<file path="config.mk">
export PLATFORM = sky130hd
export DESIGN_NAME = tmr_core
export DESIGN_NICKNAME = d
export VERILOG_FILES = /design/src/rtl/tmr_core.sv
export SDC_FILE = /design/constraint.sdc
export NUM_CORES = 1
export LEC_CHECK = 0
export ABC_AREA = 1
export CAP_MARGIN = 5
export CORE_MARGIN = 8
export CORE_UTILIZATION = 46
export CTS_CLUSTER_DIAMETER = 60
export DETAILED_ROUTE_END_ITERATION = 8
export GPL_TIMING_DRIVEN = 1
export PLACE_DENSITY = 0.82
export SLEW_MARGIN = 20
export SYNTH_ARGS = -nofsm -noshare
export SYNTH_HDL_FRONTEND = slang
export SYNTH_SLANG_ARGS = --single-unit
</file>
<file path="constraint.sdc">
create_clock -name clk -period 2.2 [get_ports clk]
set_input_delay 0.44 -clock clk [delete_from_list [all_inputs] [get_ports clk]]
set_output_delay 0.44 -clock clk [all_outputs]
set_load 0.03 [all_outputs]
</file>
<file path="src/rtl/tmr_core.sv">
module tmr_core #(
  parameter int W     = 16,
  parameter int NTRIG = 16,
  parameter int PW    = 7,
  localparam int SW   = $clog2(NTRIG)
) (
  input  logic          clk,
  input  logic          rst_n,
  input  logic          sw_reset,
  input  logic [1:0]    clk_mode,
  input  logic          ext_clk,
  input  logic [2:0]    prescale,
  input  logic [W-1:0]  modulo,
  input  logic [NTRIG-1:0] trig_in,
  input  logic [SW-1:0] trig_sel,
  input  logic          start_on_trig,
  input  logic          reload_on_trig,
  input  logic          pause_on_trig,
  input  logic          stop_on_ovf,
  input  logic          doze,
  input  logic          doze_pause,
  input  logic          debug,
  input  logic          debug_run,
  input  logic          ovf_clr,
  input  logic          ovf_irq_en,
  output logic [W-1:0]  count,
  output logic          ovf_flag,
  output logic          ovf_irq,
  output logic [1:0]    clk_mode_rb
);
  logic [1:0]    mode_q;
  logic [2:0]    ext_sy;
  logic          trig_q, started, halted, ovf_q;
  logic [PW-1:0] pre_q;
  logic [W-1:0]  cnt_q;

  wire          trig      = trig_in[trig_sel];
  wire          trig_rise = trig & ~trig_q;
  wire          ext_rise  = ext_sy[1] & ~ext_sy[2];
  wire          frozen    = (doze & doze_pause) | (debug & ~debug_run);
  wire          gate_ok   = (started | ~start_on_trig) & ~halted & ~frozen
                            & ~(pause_on_trig & trig);
  wire          src_tick  = (mode_q == 2'd1) | ((mode_q == 2'd2) & ext_rise);
  wire [PW-1:0] pmask     = (PW'(1) << prescale) - PW'(1);
  wire          phase_zero = (pre_q & pmask) == '0;
  wire          stopping  = (clk_mode == 2'd0) & (mode_q != 2'd0)
                            & (phase_zero | ~gate_ok);
  wire          step      = src_tick & gate_ok & ~stopping;
  wire          cnt_en    = step & ((pre_q & pmask) == pmask);
  wire          reload    = reload_on_trig & trig_rise & (mode_q != 2'd0);
  wire          wrap      = ~reload & cnt_en & (cnt_q == modulo);

  always_ff @(posedge clk or negedge rst_n) begin
    if (!rst_n) begin
      mode_q <= '0; ext_sy <= '0; trig_q <= 1'b0; started <= 1'b0;
      halted <= 1'b0; ovf_q <= 1'b0; pre_q <= '0; cnt_q <= '0;
    end else if (sw_reset) begin
      mode_q <= '0; ext_sy <= '0; trig_q <= 1'b0; started <= 1'b0;
      halted <= 1'b0; ovf_q <= 1'b0; pre_q <= '0; cnt_q <= '0;
    end else begin
      ext_sy <= {ext_sy[1:0], ext_clk};
      trig_q <= trig;

      if (clk_mode != 2'd0)  mode_q <= clk_mode;
      else if (stopping)     mode_q <= 2'd0;

      if (mode_q == 2'd0) begin
        started <= 1'b0;
        halted  <= 1'b0;
      end else begin
        if (trig)                    started <= 1'b1;
        if (wrap && stop_on_ovf)     halted  <= 1'b1;
      end

      if (wrap)         ovf_q <= 1'b1;
      else if (ovf_clr) ovf_q <= 1'b0;

      if (reload) begin
        cnt_q <= '0;
        pre_q <= '0;
      end else if (step) begin
        pre_q <= pre_q + PW'(1);
        if (cnt_en) cnt_q <= wrap ? '0 : cnt_q + W'(1);
      end
    end
  end

  assign count       = cnt_q;
  assign ovf_flag    = ovf_q;
  assign ovf_irq     = ovf_q & ovf_irq_en;
  assign clk_mode_rb = mode_q;
endmodule

</file>
## Word-level counts from Yosys, hierarchy flattened

Cells that the tools add are included.

| cells by class | value |
|---|---|
| $add $sub $neg | 3 |
| $lt $le $gt $ge | 1 |
| eq/ne operators | 4 |
| shifts and indexed selects | 1 |
| muxes and demuxes | 24 |
| bitwise logic cells | 34 |
| reductions and logical operators | 13 |

Operator list:

| cell | count |
|---|---|
| $mux W16 | 5 |
| $mux W7 | 3 |
| $and A1 B1 Y1 | 19 |
| $reduce_bool A3 Y1 | 6 |
| $add A16 B1 Y16 const B | 1 |
| $eq A16 B16 Y1 | 1 |
| $mux W1 | 11 |
| $not A1 Y1 | 10 |
| $add A7 B1 Y7 const B | 1 |
| $and A7 B7 Y7 | 1 |
| $eq A7 B7 Y1 | 1 |
| $logic_not A7 Y1 | 1 |
| $shl A1 B3 Y7 const A | 1 |
| $sub A7 B2 Y7 const B | 1 |
| $mux W2 | 3 |
| $lt A4 B5 Y1 const B | 1 |
| $bmux W1 S4 | 1 |
| $logic_not A2 Y1 | 2 |
| $or A1 B1 Y1 | 4 |
| $reduce_bool A2 Y1 | 2 |
| $mux W3 | 1 |
| $eq A2 B1 Y1 const B | 1 |
| $eq A2 B2 Y1 const B | 1 |
| $reduce_and A2 Y1 | 1 |
| $logic_and A1 B1 Y1 | 1 |

| storage, ports and cells | value |
|---|---|
| flip-flop bits (word level) | 32 |
| bits of input ports | 55 |
| word-level logic and storage cells | 88 |

## Depth between registers and ports, before layout

Gate-level depths: netlist of run 1.

| logic depth | value |
|---|---|
| depth in word-level cells | 19 |
| mapped depth | 15 |

## Worst setup path after synthesis of run 1

OpenSTA, ideal clock, no wires.

| path | value |
|---|---|
| path kind | reg-to-reg |
| start point | register cnt_q[0], in the netlist count[0] |
| end point | register cnt_q[14], in the netlist count[14] |
| library setup time | 0.076 ns |
| data arrival time | 1.857 ns |
| path slack | 0.267 ns |
| cell stages (with the launch flop) | 11 |
| buffers on the path | 0 |
| cells stage by stage | dfrtp_1 ha_1 nand3_1 nor2_1 nand2_1 nor2_1 nand4_1 nor2_1 nand2_1 xor2_1 o21ai_1 |

| between the ends | value |
|---|---|
| word-level cells in the longest chain between the ends | 7 |
| elaborated cells on any way between the ends | 8 |
| classes of those cells | 1 x add/sub; 1 x eq/ne; 5 x mux; 1 x bitwise |

Ends and longest elaborated chain:

| what | line | RTL |
|---|---|---|
| from (decl) | 35 | `logic [W-1:0] cnt_q;` |
| from (signal assigned) | 83 | `if (cnt_en) cnt_q <= wrap ? '0 : cnt_q + W'(1);` |
| parallel branches: the longest is 2 deep, another holds $add A16 B1 Y16 | -- |  |
| $mux W16 (*) (2 in a row) | 83 |  |
| $mux W16 (*) | 81 | `end else if (step) begin` |
| $mux W16 (*) | 78 | `if (reload) begin` |
| $mux W16 (*) | 57 | `end else if (sw_reset) begin` |

Every way passes the cells marked *. The select of a mux whose other input is x is not followed.
A chain may end at the register's enable or synchronous reset.

## Worst setup path in the final report of run 1

| path | value |
|---|---|
| start point | input ovf_irq_en |
| end point | output ovf_irq |

| between the ends | value |
|---|---|
| word-level cells in the longest chain between the ends | 1 |

Ends and longest elaborated chain:

| what | line | RTL |
|---|---|---|
| from (decl) | 25 | `input logic ovf_irq_en,` |
| $and A1 B1 Y1 | 90 | `assign ovf_irq = ovf_q & ovf_irq_en;` |
| to (decl) | 28 | `output logic ovf_irq,` |

Every way passes these cells.

==> metrics.json, run 1 <==
{
  "status": {
    "status": "completed"
  },
  "global_route": {
    "grt-ovfl-total": 0,
    "antenna_violations_before_repair": 0,
    "grt_pass1_vias": 2330,
    "global_route.usage.total": 0.164,
    "grt_max_degree": 33,
    "grt_pass1_wl_um": 10100
  },
  "clocking": {
    "clk_latency_ps": 270,
    "clock_tree_from_tritoncts": "built",
    "tritoncts.num_buffers": 5,
    "hold_buffers": 0,
    "cts_max_level": 2,
    "clock_tree.buffer_depth": 2,
    "root_buffer": "clkbuf_8",
    "tritoncts_num_sinks": 32,
    "clk_pin_slew_worst_paths_ps": 60
  },
  "yosys": {
    "synth_top_cell_area_share": 0.353,
    "synthDominantAreaCellType": "dfrtp_1",
    "mappedNetlistArea_mm2": 0.00227,
    "avgSynthCellArea_um2": 7.05,
    "synth-seq-cells": 32,
    "synthDistinctLibCells": 33,
    "mappedNetlistNets": 379,
    "postSynthCellCount": 322,
    "post_synth_main_area_contributors": "dfrtp_1 (35%), nand2_1 (13%), inv_1 (9.4%)",
    "synth-warning-count": 0,
    "synth-seq-area-share": 0.353
  },
  "routing": {
    "detailedRoute.firstIterationViolations": 161,
    "detail_route.drc_violations": 0,
    "detailroute.via_count": 2387,
    "postRouteWirelength_um": 6060,
    "wire_per_inst_um": 12.4,
    "first_pass_iters": 4,
    "detail-route-antenna-nets": 0,
    "vias_per_inst": 4.87
  },
  "place": {
    "placement.setup.worst_slack_ps": -372,
    "port_buffers": 74,
    "place.gp.congestion": 0.878,
    "dp_hpwl_um": 4890
  },
  "sta": {
    "setup_slack_ps": 104,
    "timing.max_slew.rel_slack": 0.730,
    "achievable-frequency_ghz": 0.477,
    "setup_total_negative_slack_ps": 0,
    "report.final.setup_viol": 0,
    "layout_min_cycle_time_ps": 2100,
    "maxSlewViolCount": 0,
    "finalHoldViolCount": 0,
    "final.hold.worst_slack_ps": 471,
    "actual_slew_at_the_worst_max_slew_pin_ps": 405,
    "fin_crit_sh": 0.953,
    "fin_skew_ps": 3.36
  },
  "power": {
    "power_switching_uw": 332,
    "combPwrFrac": 0.215,
    "power.switching_fraction": 0.247,
    "clock_power_share": 0.336,
    "finalPower_mw": 1.34,
    "vdd_ir_drop_max_v": 0.000260,
    "internal-power_mw": 1.01,
    "power.share.sequential": 0.449,
    "leakagePower_nw": 1.59,
    "power_density_mw_per_mm2": 398
  },
  "die": {
    "initial_utilization": 0.478,
    "number_of_ports_placed_on_the_die_boundary": 75,
    "fp.dieH_um": 86.3,
    "floorplan.core_area_mm2": 0.00475,
    "overall_die_area_mm2": 0.00744,
    "die-width_um": 86.3,
    "row_count": 25
  },
  "critical_path": {
    "critical_path_peak_fanout": 1,
    "cp_data_required_time_ps": 1760,
    "end_kind": "output port",
    "setup.worst_path.class": "primary input to output port",
    "startpoint_type": "primary input",
    "worst-endpoint-arrival_ps": 1660
  },
  "final_layout": {
    "mostFrequentLayoutCell": "nand2_1",
    "syn_to_final_growth_pct": 48.8,
    "layout-drive-gt1-share": 0.118,
    "fillerInstances": 401,
    "n_diodes": 0,
    "nNetsFinal": 479,
    "final_cell_mix": "nand2_1 (77), clkdlybuf4s50_1 (72), inv_1 (57)"
  },
  "worst_hold_path": {
    "min_path_type": "flop to flop"
  },
  "flow_run": {
    "drv_cap": 0
  }
}
-- synth_stat cells (all sizes together) --
cell type / count
a21oi: 10
a221oi: 1
a31o: 1
buf: 2
clkbuf: 2
clkinv: 1
dfrtp: 32
ha: 2
inv: 58
nand2: 81
nand3: 29
nand3b: 1
nand4: 8
nor2: 30
nor3: 4
nor3b: 1
nor4: 1
nor4b: 1
o2111ai: 1
o21a: 1
o21ai: 28
o22ai: 1
or2: 1
xnor2: 11
xor2: 14
-- metrics by stage --
| step | cells | utilization | instance area, um^2 |
|---|---|---|---|
| 2_1_floorplan | 322 | - | 2270 |
| 3_3_place_gp | 475 | 0.670 | 3190 |
| 3_5_place_dp | 475 | 0.670 | 3190 |
| 4_1_cts | 485 | 0.694 | 3300 |
| 5_1_grt | 490 | 0.711 | 3380 |
| 6_report | 490 | 0.711 | 3380 |
-- critical path, stage by stage --
cell and delay [ps]:
clkdlybuf4s50_1 450, nand2_1 40, inv_1 50, clkdlybuf4s50_1 670
-- layer usage --
layer  wire [um]  vias up  share of wire  GRT usage
met3         277        4          0.046     0.0388
li1            -     1216              -          -
met4          31        0         0.0051     0.0391
met1        2480     1113           0.41      0.185
met2        3270       54           0.54      0.301
met5           0        -              0          0
-- cell families after synthesis --
logic type	count (synthesis)	share of synthesized area
AOI/OAI and AO/OA	43	0.109
xor gates and xnor gates	25	0.0964
adders and majority gates	2	0.0110
buffers and inverters	63	0.112
DFF	32	0.353
and+or+nand+nor	157	0.319
-- final cells by class --
class                           instances  area [um^2]  share of cell area
Clock buffer                            8         90.1              0.0267
Inverter                               59          224              0.0663
Multi-Input combinational cell        227         1260               0.373
Sequential cell                        32          801               0.237
Tap cell                               67         83.8              0.0248
Timing Repair Buffer                   97          920               0.272
-- what timing repair did --
action                     CTS  global route
setup endpoints to repair   11            25
setup buffers                2             4
gates resized for setup      2            11
pin swaps                    1             3
cloned                       0             1
-- registers in the layout (all words and copies together), names as in the netlist --
name	cells
count	16
halted	1
trig_q	1
started	1
pre_q	7
clk_mode_rb	2
ovf_flag	1
ext_sy	3
-- worst paths after layout --
path | start | endpoint | slack (ps) | depth (start not counted)
min in group asynchronous | rst_n | count[5] | 560 | 2
setup / recovery | ovf_irq_en | ovf_irq | 100 | 4
setup reg to reg | count[0] | count[14] | 210 | 10
hold / removal | ext_sy[0] | ext_sy[1] | 470 | 2
hold reg to reg | ext_sy[0] | ext_sy[1] | 470 | 2
max in group asynchronous | rst_n | count[13] | 1350 | 2
-- power by group through the flow --
stage	Sequential (mW)	Clock (mW)	Combinational (mW)
final	0.603	0.452	0.289
after global routing	0.603	0.486	0.319
after CTS	0.603	0.463	0.276
after detailed placement	0.613	0	0.272
after global placement	0.613	0	0.266
after floorplan	0.617	0	0.107
No activity file was read; power rests on OpenSTA's default activity.
==> run 2: changes to the inputs <==
SLEW_MARGIN = default   (was 20)
==> results of run 2 <==
The final DEF is identical to that of run 1; final timing and power are the same.
==> run 3: changes to the inputs <==
CTS_CLUSTER_DIAMETER = 30   (was 60)
PLACE_DENSITY = 0.8   (was 0.82)
RECOVER_POWER = 50   (was default)
==> run 3 against run 2 <==
Net effect: utilization is 0.18 points higher; hold slack lost 5.0 ps; critical path depth up 9; via count rose by 1.6%; die area did not move; sequential share of layout area decreased by 0.061 points; non-clock buffer count down 2; global-route usage up 1.0 points; design area increased by 0.26%; combinational power down 2%; clock-buffer cell count fell by 1; clock skew is 7.1 ps higher; critical endpoint is now count[8]; largest cell class unchanged; highest routed layer unchanged.
==> metrics.json, run 3 (synthesized netlist as in run 1, its figures left out) <==
{
  "global_route": {
    "grt_max_degree": {"value": 33, "change": "unchanged"},
    "antenna_violations_before_repair": {"value": 0, "change": "unchanged"},
    "global_route.usage.total": {"value": 0.174, "change": "was 0.164"},
    "grt_pass1_vias": {"value": 2473, "change": "was 2330"},
    "grt_pass1_wl": {"value": 10600, "unit": "um", "change": "was 10100 um"},
    "grt-ovfl-total": {"value": 0, "change": "unchanged"}
  },
  "power": {
    "vdd_ir_drop_max": {"value": 0.000281, "unit": "V", "change": "was 0.000260 V"},
    "finalPower": {"value": 1.38, "unit": "mW", "change": "was 1.34 mW"},
    "leakagePower": {"value": 1.61, "unit": "nW", "change": "was 1.59 nW"},
    "power_density": {"value": 409, "unit": "mW/mm^2", "change": "was 398 mW/mm^2"}
  },
  "worst_hold_path": {
    "min_path_type": {"value": "flop to flop", "change": "unchanged"}
  },
  "routing": {
    "first_pass_iters": {"value": 4, "change": "unchanged"},
    "postRouteWirelength": {"value": 6470, "unit": "um", "change": "was 6060 um"},
    "detailroute.via_count": {"value": 2426, "change": "was 2387"},
    "detail_route.drc_violations": {"value": 0, "change": "unchanged"},
    "detail-route-antenna-nets": {"value": 0, "change": "unchanged"},
    "detailedRoute.firstIterationViolations": {"value": 103, "change": "was 161"},
    "wire_per_inst": {"value": 13.3, "unit": "um", "change": "was 12.4 um"},
    "vias_per_inst": {"value": 4.97, "change": "was 4.87"}
  },
  "final_layout": {
    "final_cell_mix": {"value": "nand2_1 (76), clkdlybuf4s50_1 (64), inv_1 (55)", "change": "was nand2_1 (77), clkdlybuf4s50_1 (72), inv_1 (57)"},
    "nNetsFinal": {"value": 478, "change": "was 479"},
    "finalInstanceArea": {"value": 0.00339, "unit": "mm^2", "change": "was 0.00338 mm^2"},
    "n_diodes": {"value": 0, "change": "unchanged"},
    "syn_to_final_growth": {"value": 49.2, "unit": "%", "change": "was 48.8%"},
    "largest_reg_flops": {"value": 16, "change": "unchanged"},
    "fillerInstances": {"value": 397, "change": "was 401"},
    "layout-drive-gt1-share": {"value": 0.121, "change": "was 0.118"},
    "mostFrequentLayoutCell": {"value": "nand2_1", "change": "unchanged"},
    "layout.area.seq": {"value": 801, "unit": "um^2", "change": "unchanged"},
    "multiInputGateArea": {"value": 0.00127, "unit": "mm^2", "change": "was 0.00126 mm^2"}
  },
  "die": {
    "initial_utilization": {"value": 0.478, "change": "unchanged"},
    "row_count": {"value": 25, "change": "unchanged"},
    "number_of_ports_placed_on_the_die_boundary": {"value": 75, "change": "unchanged"},
    "die-width": {"value": 86.3, "unit": "um", "change": "unchanged"},
    "fp.dieH": {"value": 86.3, "unit": "um", "change": "unchanged"},
    "floorplan.core_area": {"value": 0.00475, "unit": "mm^2", "change": "unchanged"},
    "overall_die_area": {"value": 0.00744, "unit": "mm^2", "change": "unchanged"}
  },
  "critical_path": {
    "setup.worst_path.class": {"value": "primary input to flop", "change": "was primary input to output port"},
    "startpoint_type": {"value": "primary input", "change": "unchanged"},
    "end_kind": {"value": "flop", "change": "was output port"},
    "cp_data_required_time": {"value": 2350, "unit": "ps", "change": "was 1760 ps"},
    "worst-endpoint-arrival": {"value": 2240, "unit": "ps", "change": "was 1660 ps"},
    "critical_path_peak_fanout": {"value": 3, "change": "was 1"}
  },
  "sta": {
    "fin_crit_sh": {"value": 0.948, "change": "was 0.953"},
    "actual_slew_at_the_worst_max_slew_pin": {"value": 803, "unit": "ps", "change": "was 405 ps"},
    "timing.max_slew.rel_slack": {"value": 0.465, "change": "was 0.730"},
    "final.hold.worst_slack": {"value": 466, "unit": "ps", "change": "was 471 ps"},
    "fin_skew": {"value": 10.5, "unit": "ps", "change": "was 3.36 ps"},
    "finalHoldViolCount": {"value": 0, "change": "unchanged"},
    "report.final.setup_viol": {"value": 0, "change": "unchanged"},
    "achievable-frequency": {"value": 0.480, "unit": "GHz", "change": "was 0.477 GHz"},
    "maxSlewViolCount": {"value": 0, "change": "unchanged"},
    "setup_total_negative_slack": {"value": 0, "unit": "ps", "change": "unchanged"},
    "layout_min_cycle_time": {"value": 2080, "unit": "ps", "change": "was 2100 ps"}
  },
  "clocking": {
    "cts_max_level": {"value": 2, "change": "unchanged"},
    "hold_buffers": {"value": 0, "change": "unchanged"},
    "clk_latency": {"value": 290, "unit": "ps", "change": "was 270 ps"},
    "clock_tree.buffer_depth": {"value": 2, "change": "unchanged"},
    "clk_pin_slew_worst_paths": {"value": 60, "unit": "ps", "change": "about the same"},
    "clock_tree_from_tritoncts": {"value": "built", "change": "unchanged"},
    "root_buffer": {"value": "clkbuf_8", "change": "unchanged"},
    "tritoncts.num_buffers": {"value": 5, "change": "unchanged"},
    "tritoncts_num_sinks": {"value": 32, "change": "unchanged"}
  },
  "status": {
    "status": {"value": "completed", "change": "unchanged"}
  },
  "place": {
    "port_buffers": {"value": 74, "change": "unchanged"},
    "dpl_cell_area": {"value": 0.00319, "unit": "mm^2", "change": "unchanged"},
    "place.gp.congestion": {"value": 0.881, "change": "was 0.878"},
    "dp_hpwl": {"value": 4890, "unit": "um", "change": "about the same"}
  },
  "flow_run": {
    "drv_cap": {"value": 0, "change": "unchanged"}
  }
}
## run 3: changes by cell type in the layout (fill, tap and decap cells not counted), sizes merged
cell / delta
buf: -4
clkdlybuf4s50: -8
dlymetal6s2s: +1
dlygate4sd3: +7
nor2: +1
clkbuf: +1
## run 3: area by class of cell
type / count / share of cell area
multi-input combinational: 228 / 0.375
timing repair buffer: 95 / 0.270
sequential: 32 / 0.236
inverter: 59 / 0.0661
clock buffer: 7 / 0.0284
tap: 67 / 0.0247
## run 3: worst paths after layout
path                            from  slack (ps)        endpoint  cells after the start
setup reg to reg           count[13]         230        count[8]                     10
hold / removal             ext_sy[0]         470       ext_sy[1]                      2
setup / recovery           modulo[4]         120        count[8]                     13
max in group asynchronous      rst_n         920  clk_mode_rb[1]                      2
min in group asynchronous      rst_n         770        count[5]                      2
hold reg to reg            ext_sy[0]         470       ext_sy[1]                      2
## run 3: report_power, final
part	internal [mW]	total (mW)	switching (mW)
Sequential	0.597	0.602	0.00525
Clock	0.279	0.499	0.220
Combinational	0.153	0.284	0.131
Total	1.03	1.38	0.356
## run 3: what timing repair did
| item | 4_1_cts | 5_1_grt |
|---|---|---|
| gates cloned | 0 | 2 |
| pin swaps | 1 | 7 |
| hold endpoints to repair | 0 | 0 |
| gates resized for setup | 2 | 14 |
| setup buffers | 3 | 1 |
| setup endpoints to repair | 15 | 25 |
## run 3: routing by layer
metal / wire, um / vias to the layer above / track usage / share of wire
li1: - / 1215 / - / -
met1: 2660 / 1143 / 0.187 / 0.41
met2: 3350 / 58 / 0.318 / 0.52
met3: 333 / 10 / 0.0463 / 0.051
met4: 121 / 0 / 0.0579 / 0.019
met5: 0 / - / 0 / 0
## run 3: through the flow
| step | cells | util | worst slack, ps |
|---|---|---|---|
| 2_1_floorplan | 322 | - | 267 |
| 3_3_place_gp | 475 | 0.670 | -303 |
| 3_5_place_dp | 475 | 0.670 | -447 |
| 4_1_cts | 485 | 0.700 | 7.93 |
| 5_1_grt | 488 | 0.713 | -13.6 |
| 6_report | 488 | 0.713 | 115 |
## run 3: critical path, stage by stage
cell and delay (ps):
clkdlybuf4s50_1 490, inv_1 40, nand2_1 50, nand2_1 40, a21oi_1 180, nand2_1 130, nor4_4 330, buf_4 190
nand2_1 60, inv_1 100, nor2_1 50, nand3_1 50, o21ai_0 80
